<file path="src/rtl/lmr_pkg.sv">
package lmr_pkg;

   typedef enum logic [1:0] {
      RT_DRAM    = 2'b00,
      RT_PRIMARY = 2'b01,
      RT_GFX     = 2'b10
   } route_e;

   localparam int WIN_W      = 20;              // legacy window address bits
   localparam int CODE_W     = 2;
   localparam int ATTR_BYTES = 7;               // index 0 = top 64 KB, 1..6 = pairs
   localparam int SEL_W      = 3;
   localparam int SEG_LOG2   = 14;              // 16 KB granules
   localparam int BLK_W      = WIN_W - SEG_LOG2;
   localparam int NUM_SEG    = 2 * (ATTR_BYTES - 1);
   localparam int SEG_IDX_W  = $clog2(NUM_SEG);

   localparam logic [BLK_W-1:0] BLK_VIDEO_FIRST = 6'h28;   // 0xA0000
   localparam logic [BLK_W-1:0] BLK_SEG_FIRST   = 6'h30;   // 0xC0000
   localparam logic [BLK_W-1:0] BLK_TOP_FIRST   = BLK_SEG_FIRST + BLK_W'(NUM_SEG);
   localparam logic [4:0]       MDA_TAG         = 5'h16;   // 0xB0000 >> 15

endpackage

</file>
<file path="src/rtl/lmr_attr_bank.sv">
module lmr_attr_bank
   import lmr_pkg::*;
#(
   parameter int NUM_BYTES = ATTR_BYTES,
   parameter int SW        = SEL_W
) (
   input  logic                                    clk,
   input  logic                                    rst_n,
   input  logic                                    wr_en,
   input  logic [SW-1:0]                           wr_sel,
   input  logic [7:0]                              wr_data,
   output logic [CODE_W-1:0]                       top_code,
   output logic [2*(NUM_BYTES-1)-1:0][CODE_W-1:0]  seg_code
);

   localparam int LO_BIT = 0;
   localparam int HI_BIT = 4;

   if (NUM_BYTES < 2) begin : g_bad_bytes
      $error("lmr_attr_bank: NUM_BYTES must be at least 2");
   end
   if ((1 << SW) < NUM_BYTES) begin : g_bad_sel
      $error("lmr_attr_bank: selector too narrow for NUM_BYTES");
   end

   // index 0 keeps only its upper field; the lower nibble is not stored
   always_ff @(posedge clk or negedge rst_n) begin
      if (!rst_n) begin
         top_code <= '0;
      end else if (wr_en && wr_sel == '0) begin
         top_code <= wr_data[HI_BIT +: CODE_W];
      end
   end

   for (genvar b = 1; b < NUM_BYTES; b++) begin : g_byte
      logic [CODE_W-1:0] lo_q;
      logic [CODE_W-1:0] hi_q;

      always_ff @(posedge clk or negedge rst_n) begin
         if (!rst_n) begin
            lo_q <= '0;
            hi_q <= '0;
         end else if (wr_en && wr_sel == SW'(b)) begin
            lo_q <= wr_data[LO_BIT +: CODE_W];
            hi_q <= wr_data[HI_BIT +: CODE_W];
         end
      end

      assign seg_code[2*(b-1)]     = lo_q;
      assign seg_code[2*(b-1) + 1] = hi_q;
   end

endmodule

</file>
<file path="src/rtl/lmr_seg_route.sv">
module lmr_seg_route
   import lmr_pkg::*;
(
   input  logic [WIN_W-1:0]                 addr,
   input  logic                             is_write,
   input  logic [CODE_W-1:0]                top_code,
   input  logic [NUM_SEG-1:0][CODE_W-1:0]   seg_code,
   output logic                             hit,
   output route_e                           route
);

   logic [BLK_W-1:0]     blk;
   logic [BLK_W-1:0]     rel;
   logic [SEG_IDX_W-1:0] idx;
   logic [CODE_W-1:0]    code;
   logic                 to_dram;

   assign blk = addr[WIN_W-1:SEG_LOG2];
   assign rel = blk - BLK_SEG_FIRST;
   assign idx = rel[SEG_IDX_W-1:0];

   always_comb begin
      hit  = 1'b0;
      code = '0;
      if (blk >= BLK_TOP_FIRST) begin
         hit  = 1'b1;
         code = top_code;
      end else if (blk >= BLK_SEG_FIRST) begin
         hit  = 1'b1;
         code = seg_code[idx];
      end
   end

   // bit 0 grants reads to DRAM, bit 1 grants writes
   assign to_dram = is_write ? code[1] : code[0];
   assign route   = to_dram ? RT_DRAM : RT_PRIMARY;

endmodule

</file>
<file path="src/rtl/lmr_video_route.sv">
module lmr_video_route
   import lmr_pkg::*;
(
   input  logic [WIN_W-1:0] addr,
   input  logic             vga_en,
   input  logic             mda_present,
   output logic             hit,
   output route_e           route
);

   logic [BLK_W-1:0] blk;
   logic             in_mda;

   assign blk    = addr[WIN_W-1:SEG_LOG2];
   assign hit    = (blk >= BLK_VIDEO_FIRST) && (blk < BLK_SEG_FIRST);
   assign in_mda = (addr[WIN_W-1:15] == MDA_TAG);

   always_comb begin
      if (!vga_en) begin
         route = RT_PRIMARY;
      end else if (mda_present && in_mda) begin
         route = RT_PRIMARY;
      end else begin
         route = RT_GFX;
      end
   end

endmodule

</file>
<file path="src/rtl/legacy_mem_router.sv">
module legacy_mem_router
   import lmr_pkg::*;
#(
   parameter int ADDR_W = 24
) (
   input  logic              clk,
   input  logic              rst_n,
   input  logic              cfg_we,
   input  logic [2:0]        cfg_sel,
   input  logic [7:0]        cfg_wdata,
   input  logic              vga_en,
   input  logic              mda_present,
   input  logic [ADDR_W-1:0] acc_addr,
   input  logic              acc_write,
   output logic [1:0]        route
);

   if (ADDR_W < WIN_W) begin : g_bad_addr
      $error("legacy_mem_router: ADDR_W must cover the 1 MB window");
   end

   logic [CODE_W-1:0]               top_code;
   logic [NUM_SEG-1:0][CODE_W-1:0]  seg_code;
   logic [WIN_W-1:0]                win_addr;
   logic                            above_win;
   logic                            seg_hit;
   logic                            vid_hit;
   route_e                          seg_rt;
   route_e                          vid_rt;
   route_e                          final_rt;

   assign win_addr = acc_addr[WIN_W-1:0];

   if (ADDR_W > WIN_W) begin : g_high
      assign above_win = |acc_addr[ADDR_W-1:WIN_W];
   end else begin : g_exact
      assign above_win = 1'b0;
   end

   lmr_attr_bank #(
      .NUM_BYTES (ATTR_BYTES),
      .SW        (SEL_W)
   ) u_bank (
      .clk      (clk),
      .rst_n    (rst_n),
      .wr_en    (cfg_we),
      .wr_sel   (cfg_sel),
      .wr_data  (cfg_wdata),
      .top_code (top_code),
      .seg_code (seg_code)
   );

   lmr_seg_route u_seg (
      .addr     (win_addr),
      .is_write (acc_write),
      .top_code (top_code),
      .seg_code (seg_code),
      .hit      (seg_hit),
      .route    (seg_rt)
   );

   lmr_video_route u_vid (
      .addr        (win_addr),
      .vga_en      (vga_en),
      .mda_present (mda_present),
      .hit         (vid_hit),
      .route       (vid_rt)
   );

   always_comb begin
      if (above_win) begin
         final_rt = RT_DRAM;
      end else if (vid_hit) begin
         final_rt = vid_rt;
      end else if (seg_hit) begin
         final_rt = seg_rt;
      end else begin
         final_rt = RT_DRAM;
      end
   end

   assign route = final_rt;

endmodule

</file>
<file path="config.mk">
export PLATFORM = sky130hd
export DESIGN_NAME = legacy_mem_router
export DESIGN_NICKNAME = d
export VERILOG_FILES = /design/src/rtl/lmr_pkg.sv /design/src/rtl/lmr_attr_bank.sv /design/src/rtl/lmr_seg_route.sv /design/src/rtl/lmr_video_route.sv /design/src/rtl/legacy_mem_router.sv
export SDC_FILE = /design/constraint.sdc
export NUM_CORES = 1
export LEC_CHECK = 0
export BUFFER_PORTS_ARGS = -buffer_cell sky130_fd_sc_hd__buf_2
export CAP_MARGIN = 20
export CORE_MARGIN = 4
export CORE_UTILIZATION = 30
export CTS_BUF_LIST = sky130_fd_sc_hd__clkbuf_8
export CTS_CLUSTER_SIZE = 30
export DETAILED_ROUTE_END_ITERATION = 10
export PLACE_DENSITY = 0.63
export SETUP_SLACK_MARGIN = 0.1
export SLEW_MARGIN = 40
export SYNTH_ARGS = -nofsm -noshare
export SYNTH_HDL_FRONTEND = slang
export SYNTH_SLANG_ARGS = --single-unit
</file>
<file path="constraint.sdc">
create_clock -name clk -period 2.1 [get_ports clk]
set_input_delay 0.315 -clock clk [delete_from_list [all_inputs] [get_ports clk]]
set_output_delay 0.315 -clock clk [all_outputs]
set_load 0.01 [all_outputs]
</file>
==> flow_summary.toml, run 1 <==
[outcome]
status = "complete, but fails checks"
failed_checks = "negative setup slack"

[cts]
cts_buffers = 3
cts_buffer_depth = 2
clk_pin_slew_ns = 0.08
htree_levels = 1
cts_tree = "built"
cts_hold_buf = 0
clockRootBuffer = "clkbuf_8"
cts.sinks = 26
clock_latency_ns = 0.26

[floorplan]
die_h_microns = 74.52
ios = 43
core_area_sq_mm = 0.004144
rows = 23
dieArea_sq_mm = 0.005553
start_util = 0.3204
die_x_microns = 74.52

[sta]
slew_viol_final = 0
fin_crit_ns = 2.216
slew_headroom = 0.6257
hold_viol_final = 0
setup_viol = 1
hold_slack_ns = 0.03846
setup_ws_ns = -0.1162
fin_crit_sh = 1.055
fmax_ghz = 0.4512
worst_pin_slew_ns = 0.5572
grt_setup_unrepaired = "true"
skew_ns = 0

[finish]
instances_no_fill = 185
syn2layout_area_growth_pct = 19.79
final_util = 0.3838
fin_area_sq_mm = 0.001590
antenna_cells = 0
layout-drive-gt1-share = 0.4593
nets = 177

[synth]
synth_top_area_frac = 0.4901
synth_area_sq_mm = 0.001328
synth-seq-cells = 26
seq_area_frac_synth = 0.4901
synth_fp_nets = 145
ys.flop_type = "dfrtp_1"
synthArstFlopShare = 1.000
synth_cells = 104
yosysTopAreaCell = "dfrtp_1"
netlist-cell-type-count = 29
syn_avg_cell_area_sq_um = 12.76
synth_area_leaders = "dfrtp_1, mux2_2, mux2i_1, mux4_2, nand4b_1"
yosysMostFrequentCell = "dfrtp_1"
synth_warnings = 0
synth_edf_count = 0
synth_commonest_cells = "dfrtp_1, mux2_2, mux2i_1, nand2_1, nor2_1"

[power]
p_per_area_mw_per_mm2 = 769.3
leakage_nw = 0.7010
peakVddDrop_v = 0.0004137

[placed_design]
place.port_buffers = 24
gp_congestion = 0.8625
hpwl_microns = 2221
post_dp_cell_area_sq_mm = 0.001535
dp.cells = 181
pre_cts_ws_ns = -0.002575

[global_routing]
first_global_vias = 981
grt_max_degree = 27
grt_overflow = 0
grt_pass1_wl_microns = 4609
antenna_found_initial = 0
grtUsageTotal = 0.1092

[drt]
ant_nets = 0
firstDrtPassIters = 4
via_per_inst = 5.043
routed_wirelength_microns = 2752
drc_errors = 0
avgRoutedWirePerCell_microns = 14.88
drt_iter0_drc = 23
vias = 933

[hold_path]
min_path_type = "input pin to async pin"

[setup_path]
start_kind = "flip-flop"
cp_data_required_time_ns = 1.78
crit_arrival_ns = 1.90
crit_type = "flip-flop to output pin"
r2r_slack_ns = 1.33
rr_worst_depth = 1
critPathCaptureType = "output pin"
r2r-end = "u_bank.g_byte[5].hi_q[1]$_DFFE_PN0P_"
r2r_start = "u_bank.g_byte[5].hi_q[1]$_DFFE_PN0P_"
crit_fanout = 2

[job]
max-cap-violations = 0
worst max-delay path, stage by stage, from the launching register on:
cell     delay (ns)
dfrtp_1        0.39
mux4_2         0.50
a22o_1         0.24
nor4b_2        0.25
a221o_1        0.14
buf_2          0.12
area by class of cell:
class                           count  area [sq um]
Clock buffer                        4         55.05
Fill cell                         421          2554
Inverter                            3         11.26
Multi-Input combinational cell     72         645.6
Sequential cell                    26         650.6
Tap cell                           50         62.56
Timing Repair Buffer               30         165.2
how the worst max path moves through the flow:
stage | startpoint | to | slack [ns] | cells after the start
finish | u_bank.g_byte[6].hi_q[1]$_DFFE_PN0P_ | route[0] | -0.12 | 5
global route | u_bank.g_byte[6].hi_q[1]$_DFFE_PN0P_ | route[0] | -0.24 | 5
CTS | u_bank.g_byte[6].hi_q[1]$_DFFE_PN0P_ | route[0] | -0.14 | 5
detailed placement | acc_addr[14] | route[0] | -0.003 | 6
global placement | acc_addr[14] | route[0] | 0.01 | 6
floorplan | acc_addr[14] | route[0] | 0.24 | 5
stage by stage:
stage	TNS (ns)	power (mW)
3_3_place_gp	0	0.9099
5_1_grt	-0.2445	1.301
2_1_floorplan	0	0.8298
3_5_place_dp	-0.002575	0.9294
6_report	-0.1162	1.223
4_1_cts	-0.1356	1.239
registers in the layout (all words and copies together), names as in the netlist:
name and count:
u_bank.g_byte.hi_q 12, u_bank.top_code 2, u_bank.g_byte.lo_q 12
power breakdown:
group	switching (mW)	total, mW	internal (mW)
sequential	0.0504	0.660	0.610
combinational	0.105	0.254	0.150
clock	0.142	0.309	0.167
what timing repair did:
item | CTS | global route
resized for setup | 0 | 0
setup buffers | 0 | 0
pin swaps | 0 | 1
endpoints found under the setup margin | 1 | 1
per-layer routing:
layer | share of wire | vias up | wire, microns | global-route usage
met4 | 0.0036 | 0 | 10 | 0.02964
met3 | 0.057 | 2 | 158 | 0.02297
met2 | 0.47 | 22 | 1307 | 0.1746
met1 | 0.46 | 457 | 1275 | 0.1505
met5 | 0 | - | 0 | 0
li1 | - | 452 | - | -
placed cells by master, fill, tap and decap left out, types with 3 or more instances in the layout:
cell type / instances
clkbuf_8: 4
mux2i_1: 6
buf_4: 6
mux2_2: 24
buf_2: 24
nand2_1: 6
nor3_1: 3
nor2_1: 5
nand4b_1: 4
dfrtp_1: 26
inv_1: 3
logic make-up after synthesis:
group                  share of synthesized area
AND/OR/NAND/NOR                           0.1423
buffers and inverters                    0.02356
AO/OA/AOI/OAI                            0.04148
multiplexers                              0.3025
flip-flops                                0.4901
Power figures use the tool's default switching activity.
==> inputs of run 2 (changes only) <==
--- a/config.mk
+++ b/config.mk
@@ -7,12 +7,12 @@
 export LEC_CHECK = 0
 export BUFFER_PORTS_ARGS = -buffer_cell sky130_fd_sc_hd__buf_2
 export CAP_MARGIN = 20
-export CORE_MARGIN = 4
-export CORE_UTILIZATION = 30
+export CORE_MARGIN = 2
+export CORE_UTILIZATION = 40
 export CTS_BUF_LIST = sky130_fd_sc_hd__clkbuf_8
 export CTS_CLUSTER_SIZE = 30
 export DETAILED_ROUTE_END_ITERATION = 10
-export PLACE_DENSITY = 0.63
+export PLACE_DENSITY = 0.76
 export SETUP_SLACK_MARGIN = 0.1
 export SLEW_MARGIN = 40
 export SYNTH_ARGS = -nofsm -noshare
==> flow_summary.toml, run 2 (same netlist as run 1, synthesis figures left out) <==
[setup_path]
slowest_stage = "mux4_2"
slowest_delay_ns = 0.49
path_cells = "mux4_2, a22o_1, nor4b_2, a221o_1, buf_2"
crit_arrival_ns = 1.88
crit_fanout = 2
start_kind = "flip-flop"
crit_type = "flip-flop to output pin"
critPathCaptureType = "output pin"
cp_data_required_time_ns = 1.78
critPathTopFamily = "multiplexers"
crit_buf_inv = 1

[finish]
layout-drive-gt1-share = 0.4385
nets = 173
top_regs = "u_bank.g_byte.hi_q x12, u_bank.g_byte.lo_q x12, u_bank.top_code x2"
most-common-layout-cells = "dfrtp_1, mux2_2, buf_2"
final_util = 0.4960
fill_cells = 299
multiInputGateArea_sq_um = 645.6
syn2layout_area_growth_pct = 15.93
regArea_sq_um = 650.6
fin_area_sq_mm = 0.001539
antenna_cells = 0
final_common_cell = "dfrtp_1"

[cts]
cts_buffer_depth = 2
htree_levels = 1
cts_hold_buf = 0
clock_latency_ns = 0.26
cts.repair.resized = 0
cts_tree = "built"
clk_pin_slew_ns = 0.08
clockRootBuffer = "clkbuf_8"
cts.sinks = 26
cts_buffers = 3

[job]
max-cap-violations = 0

[floorplan]
ios = 43
core_area_sq_mm = 0.003103
start_util = 0.4278
rows = 20
dieArea_sq_mm = 0.003796
die_h_microns = 61.61
die_x_microns = 61.61

[sta]
worst_pin_slew_ns = 0.6603
grt_setup_unrepaired = "true"
setup_viol = 1
hold_viol_final = 0
fin_crit_ns = 2.191
fin_crit_sh = 1.043
fmax_ghz = 0.4565
skew_ns = 0
setup_ws_ns = -0.09065
slew_viol_final = 0
hold_slack_ns = 0.03640
setup-tns-final_ns = -0.09065
slew_headroom = 0.5588

[outcome]
status = "complete, but fails checks"
failed_checks = "negative setup slack"

[power]
p_per_area_mw_per_mm2 = 764.2
leakage_nw = 0.6735
p_total_mw = 1.176
peakVddDrop_v = 0.0003709

[placed_design]
gp_congestion = 0.7472
post_dp_cell_area_sq_mm = 0.001498
place.port_buffers = 24
hpwl_microns = 2034

[global_routing]
grt_overflow = 0
grtUsageTotal = 0.1519
antenna_found_initial = 0
first_global_vias = 891
grt_pass1_wl_microns = 4140
grt_max_degree = 27

[drt]
drt_iter0_drc = 19
via_per_inst = 5.362
drc_errors = 0
firstDrtPassIters = 4
routed_wirelength_microns = 2559
avgRoutedWirePerCell_microns = 14.71
ant_nets = 0
vias = 933

[hold_path]
min_path_type = "input pin to async pin"
==> run 2: repair_timing <==
item,CTS,global route
pin swaps,0,1
setup endpoints to repair,1,1
gates cloned,0,0
setup buffers,0,0
==> run 2: where the power goes <==
| part | switching (mW) | internal [mW] |
|---|---|---|
| Combinational | 0.102 | 0.146 |
| Sequential | 0.0537 | 0.610 |
| Clock | 0.136 | 0.128 |
==> run 2: through the flow <==
| stage | cells | setup slack (ns) |
|---|---|---|
| 3_3_place_gp | 171 | 0.02839 |
| 5_1_grt | 174 | -0.2216 |
| 4_1_cts | 174 | -0.1224 |
| 2_1_floorplan | 104 | 0.2405 |
| 6_report | 174 | -0.09065 |
| 3_5_place_dp | 171 | 0.01645 |
==> run 2: worst paths after layout <==
kind,startpoint,end,slack [ns],cells after the start
setup / recovery,u_bank.g_byte[6].hi_q[1]$_DFFE_PN0P_,route[0],-0.09,5
hold / removal,rst_n,u_bank.g_byte[5].lo_q[1]$_DFFE_PN0P_,0.04,1
setup reg to reg,u_bank.g_byte[1].hi_q[1]$_DFFE_PN0P_,u_bank.g_byte[1].hi_q[1]$_DFFE_PN0P_,1.33,1
hold reg to reg,u_bank.g_byte[5].hi_q[0]$_DFFE_PN0P_,u_bank.g_byte[5].hi_q[0]$_DFFE_PN0P_,0.51,1
max in group asynchronous,rst_n,u_bank.g_byte[3].lo_q[0]$_DFFE_PN0P_,1.70,1
min in group clk,cfg_wdata[0],u_bank.g_byte[5].lo_q[0]$_DFFE_PN0P_,0.36,2
==> run 2: cell type report <==
| type | instances | area share |
|---|---|---|
| Inverter | 3 | 0.007317 |
| Sequential cell | 26 | 0.4228 |
| Timing Repair Buffer | 26 | 0.08780 |
| Multi-Input combinational cell | 72 | 0.4195 |
| Tap cell | 44 | 0.03577 |
| Clock buffer | 3 | 0.02683 |
==> run 2: layer usage <==
metal	GRT usage	wire length, microns
met2	0.2586	1191
met5	0	0
met4	0.04559	21
met1	0.2016	1212
met3	0.02101	134
==> inputs of run 3 (changes only) <==
--- a/config.mk
+++ b/config.mk
@@ -5,14 +5,16 @@
 export SDC_FILE = /design/constraint.sdc
 export NUM_CORES = 1
 export LEC_CHECK = 0
+export ABC_CLOCK_PERIOD_IN_PS = 2100
 export BUFFER_PORTS_ARGS = -buffer_cell sky130_fd_sc_hd__buf_2
 export CAP_MARGIN = 20
 export CORE_MARGIN = 2
 export CORE_UTILIZATION = 40
-export CTS_BUF_LIST = sky130_fd_sc_hd__clkbuf_8
+export CTS_BUF_LIST = sky130_fd_sc_hd__clkbuf_4
 export CTS_CLUSTER_SIZE = 30
 export DETAILED_ROUTE_END_ITERATION = 10
 export PLACE_DENSITY = 0.76
+export REMOVE_ABC_BUFFERS = 1
 export SETUP_SLACK_MARGIN = 0.1
 export SLEW_MARGIN = 40
 export SYNTH_ARGS = -nofsm -noshare
==> flow_summary.toml, run 3 (same netlist as run 1, synthesis figures left out) <==
[global_routing]
grtUsageTotal = 0.1715
first_global_vias = 1020
antenna_found_initial = 0
grt_pass1_wl_microns = 4623
grt_overflow = 0
grt_max_degree = 27

[cts]
cts_buffer_depth = 2
cts_setup_buffers = 0
htree_levels = 1
cts.repair.resized = 0
cts.sinks = 26
cts_buffers = 3
cts_tree = "built"
clockRootBuffer = "clkbuf_4"
clk_pin_slew_ns = 0.13
clock_latency_ns = 0.31

[sta]
slew_headroom = 0.6146
skew_ns = 0
hold_viol_final = 0
fmax_ghz = 0.4438
setup_viol = 1
worst_pin_slew_ns = 0.5782
setup_ws_ns = -0.1531
fin_crit_ns = 2.253
fin_crit_sh = 1.073
grt_setup_unrepaired = "true"
slew_viol_final = 0

[floorplan]
die_x_microns = 61.61
dieArea_sq_mm = 0.003796
rows = 20
die_h_microns = 61.61
ios = 43
start_util = 0.4278
core_area_sq_mm = 0.003103

[drt]
ant_nets = 0
vias = 985
firstDrtPassIters = 4
drc_errors = 0
drt_iter0_drc = 22
routed_wirelength_microns = 2804
avgRoutedWirePerCell_microns = 15.75
via_per_inst = 5.534

[setup_path]
slowest_stage = "mux4_2"
crit_arrival_ns = 1.94
crit_buf_inv = 1
start_kind = "flip-flop"
crit_type = "flip-flop to output pin"
rr_worst_depth = 1
critPathTopFamily = "multiplexers"
r2r-end = "u_bank.g_byte[1].hi_q[0]$_DFFE_PN0P_"
slowest_delay_ns = 0.47
cp_num_cells = 5
critPathCaptureType = "output pin"
worstSetupEndpoint = "route[0]"
crit_path_start = "u_bank.g_byte[5].lo_q[1]$_DFFE_PN0P_"
r2r_slack_ns = 1.31
path_cells = "mux4_2, a22o_1, nor4b_2, a221o_1, buf_2"
cp_data_required_time_ns = 1.78
crit_fanout = 2
r2r_start = "u_bank.g_byte[1].hi_q[0]$_DFFE_PN0P_"

[placed_design]
place.port_buffers = 24
hpwl_microns = 2178
pre_cts_ws_ns = 0.07158
gp_congestion = 0.8313

[power]
intPower_uw = 825.2
pwr-share-clk = 0.179
swShare = 0.2614
pwr-share-seq = 0.595
peakVddDrop_v = 0.0004247
leakage_nw = 0.6860
combPwrFrac = 0.226
p_total_mw = 1.117
power_switching_uw = 292.0
p_per_area_mw_per_mm2 = 719.5

[hold_path]
min_path_type = "input pin to flip-flop"

[finish]
regArea_sq_um = 650.6
layout-drive-gt1-share = 0.4478
nets = 177
top_regs = "u_bank.g_byte.hi_q x12, u_bank.g_byte.lo_q x12, u_bank.top_code x2"
final_common_cell = "dfrtp_1"
most-common-layout-cells = "dfrtp_1, mux2_2, buf_2"
multiInputGateArea_sq_um = 645.6
fill_cells = 289
syn2layout_area_growth_pct = 16.97
antenna_cells = 0

[job]
max-cap-violations = 0

[outcome]
status = "complete, but fails checks"
failed_checks = "negative setup slack"
[run 3: cell count changes in the layout (fill, tap and decap cells not counted)]
cell,previous run,this run
buf_4,2,5
clkbuf_4,0,3
clkbuf_8,3,0
dlygate4sd3_1,0,1
[run 3: how the worst min path moves through the flow]
stage                       from                                    to  slack (ns)  cells after the start
floorplan                  rst_n  u_bank.g_byte[1].hi_q[0]$_DFFE_PN0P_        0.02                      0
CTS                 cfg_wdata[5]        u_bank.top_code[1]$_DFFE_PN0P_        0.30                      3
detailed placement         rst_n  u_bank.g_byte[1].lo_q[1]$_DFFE_PN0P_        0.34                      1
global route        cfg_wdata[1]  u_bank.g_byte[4].lo_q[1]$_DFFE_PN0P_        0.32                      2
finish              cfg_wdata[5]        u_bank.top_code[1]$_DFFE_PN0P_        0.31                      3
global placement           rst_n  u_bank.g_byte[1].lo_q[1]$_DFFE_PN0P_        0.32                      1
[run 3: power by group through the flow]
stage	Sequential [mW]	Clock, mW	Combinational (mW)
CTS	0.663	0.212	0.255
floorplan	0.653	0	0.168
global route	0.675	0.231	0.278
finish	0.664	0.200	0.252
detailed placement	0.674	0	0.253
global placement	0.662	0	0.240
[run 3: final cells by class]
type,count,share of cell area
flip-flops and latches,26,0.4190
well taps,44,0.03546
repair buffers,30,0.1080
multi-input cells,72,0.4158
inverters,3,0.007252
clock buffers,3,0.01450
[run 3: stage by stage]
| stage | util | hold slack (ns) | std cells | instance area (sq um) | setup TNS (ns) |
|---|---|---|---|---|---|
| 6_report | 0.5004 | 0.3135 | 178 | 1553 | -0.1531 |
| 5_1_grt | 0.5004 | 0.3247 | 178 | 1553 | -0.2322 |
| 4_1_cts | 0.5004 | 0.3027 | 178 | 1553 | -0.1612 |
| 3_5_place_dp | 0.4899 | 0.3427 | 174 | 1520 | 0 |
| 3_3_place_gp | 0.4899 | 0.3237 | 174 | 1520 | 0 |
| 2_1_floorplan | - | 0.01941 | 101 | 1308 | 0 |
[run 3: what timing repair did]
| item | 4_1_cts | 5_1_grt |
|---|---|---|
| gates cloned | 0 | 0 |
| hold buffers | 1 | 0 |
| pin swaps | 2 | 0 |
| setup endpoints to repair | 1 | 1 |
| hold endpoints to repair | 26 | 0 |
[run 3: per-layer routing]
metal  vias to the layer above  track usage  part of all wire
met5                         -            0                 0
met4                         0      0.06687             0.012
met3                         4      0.01891             0.035
met2                        24       0.3188              0.53
met1                       501       0.1997              0.42
li1                        456            -                 -
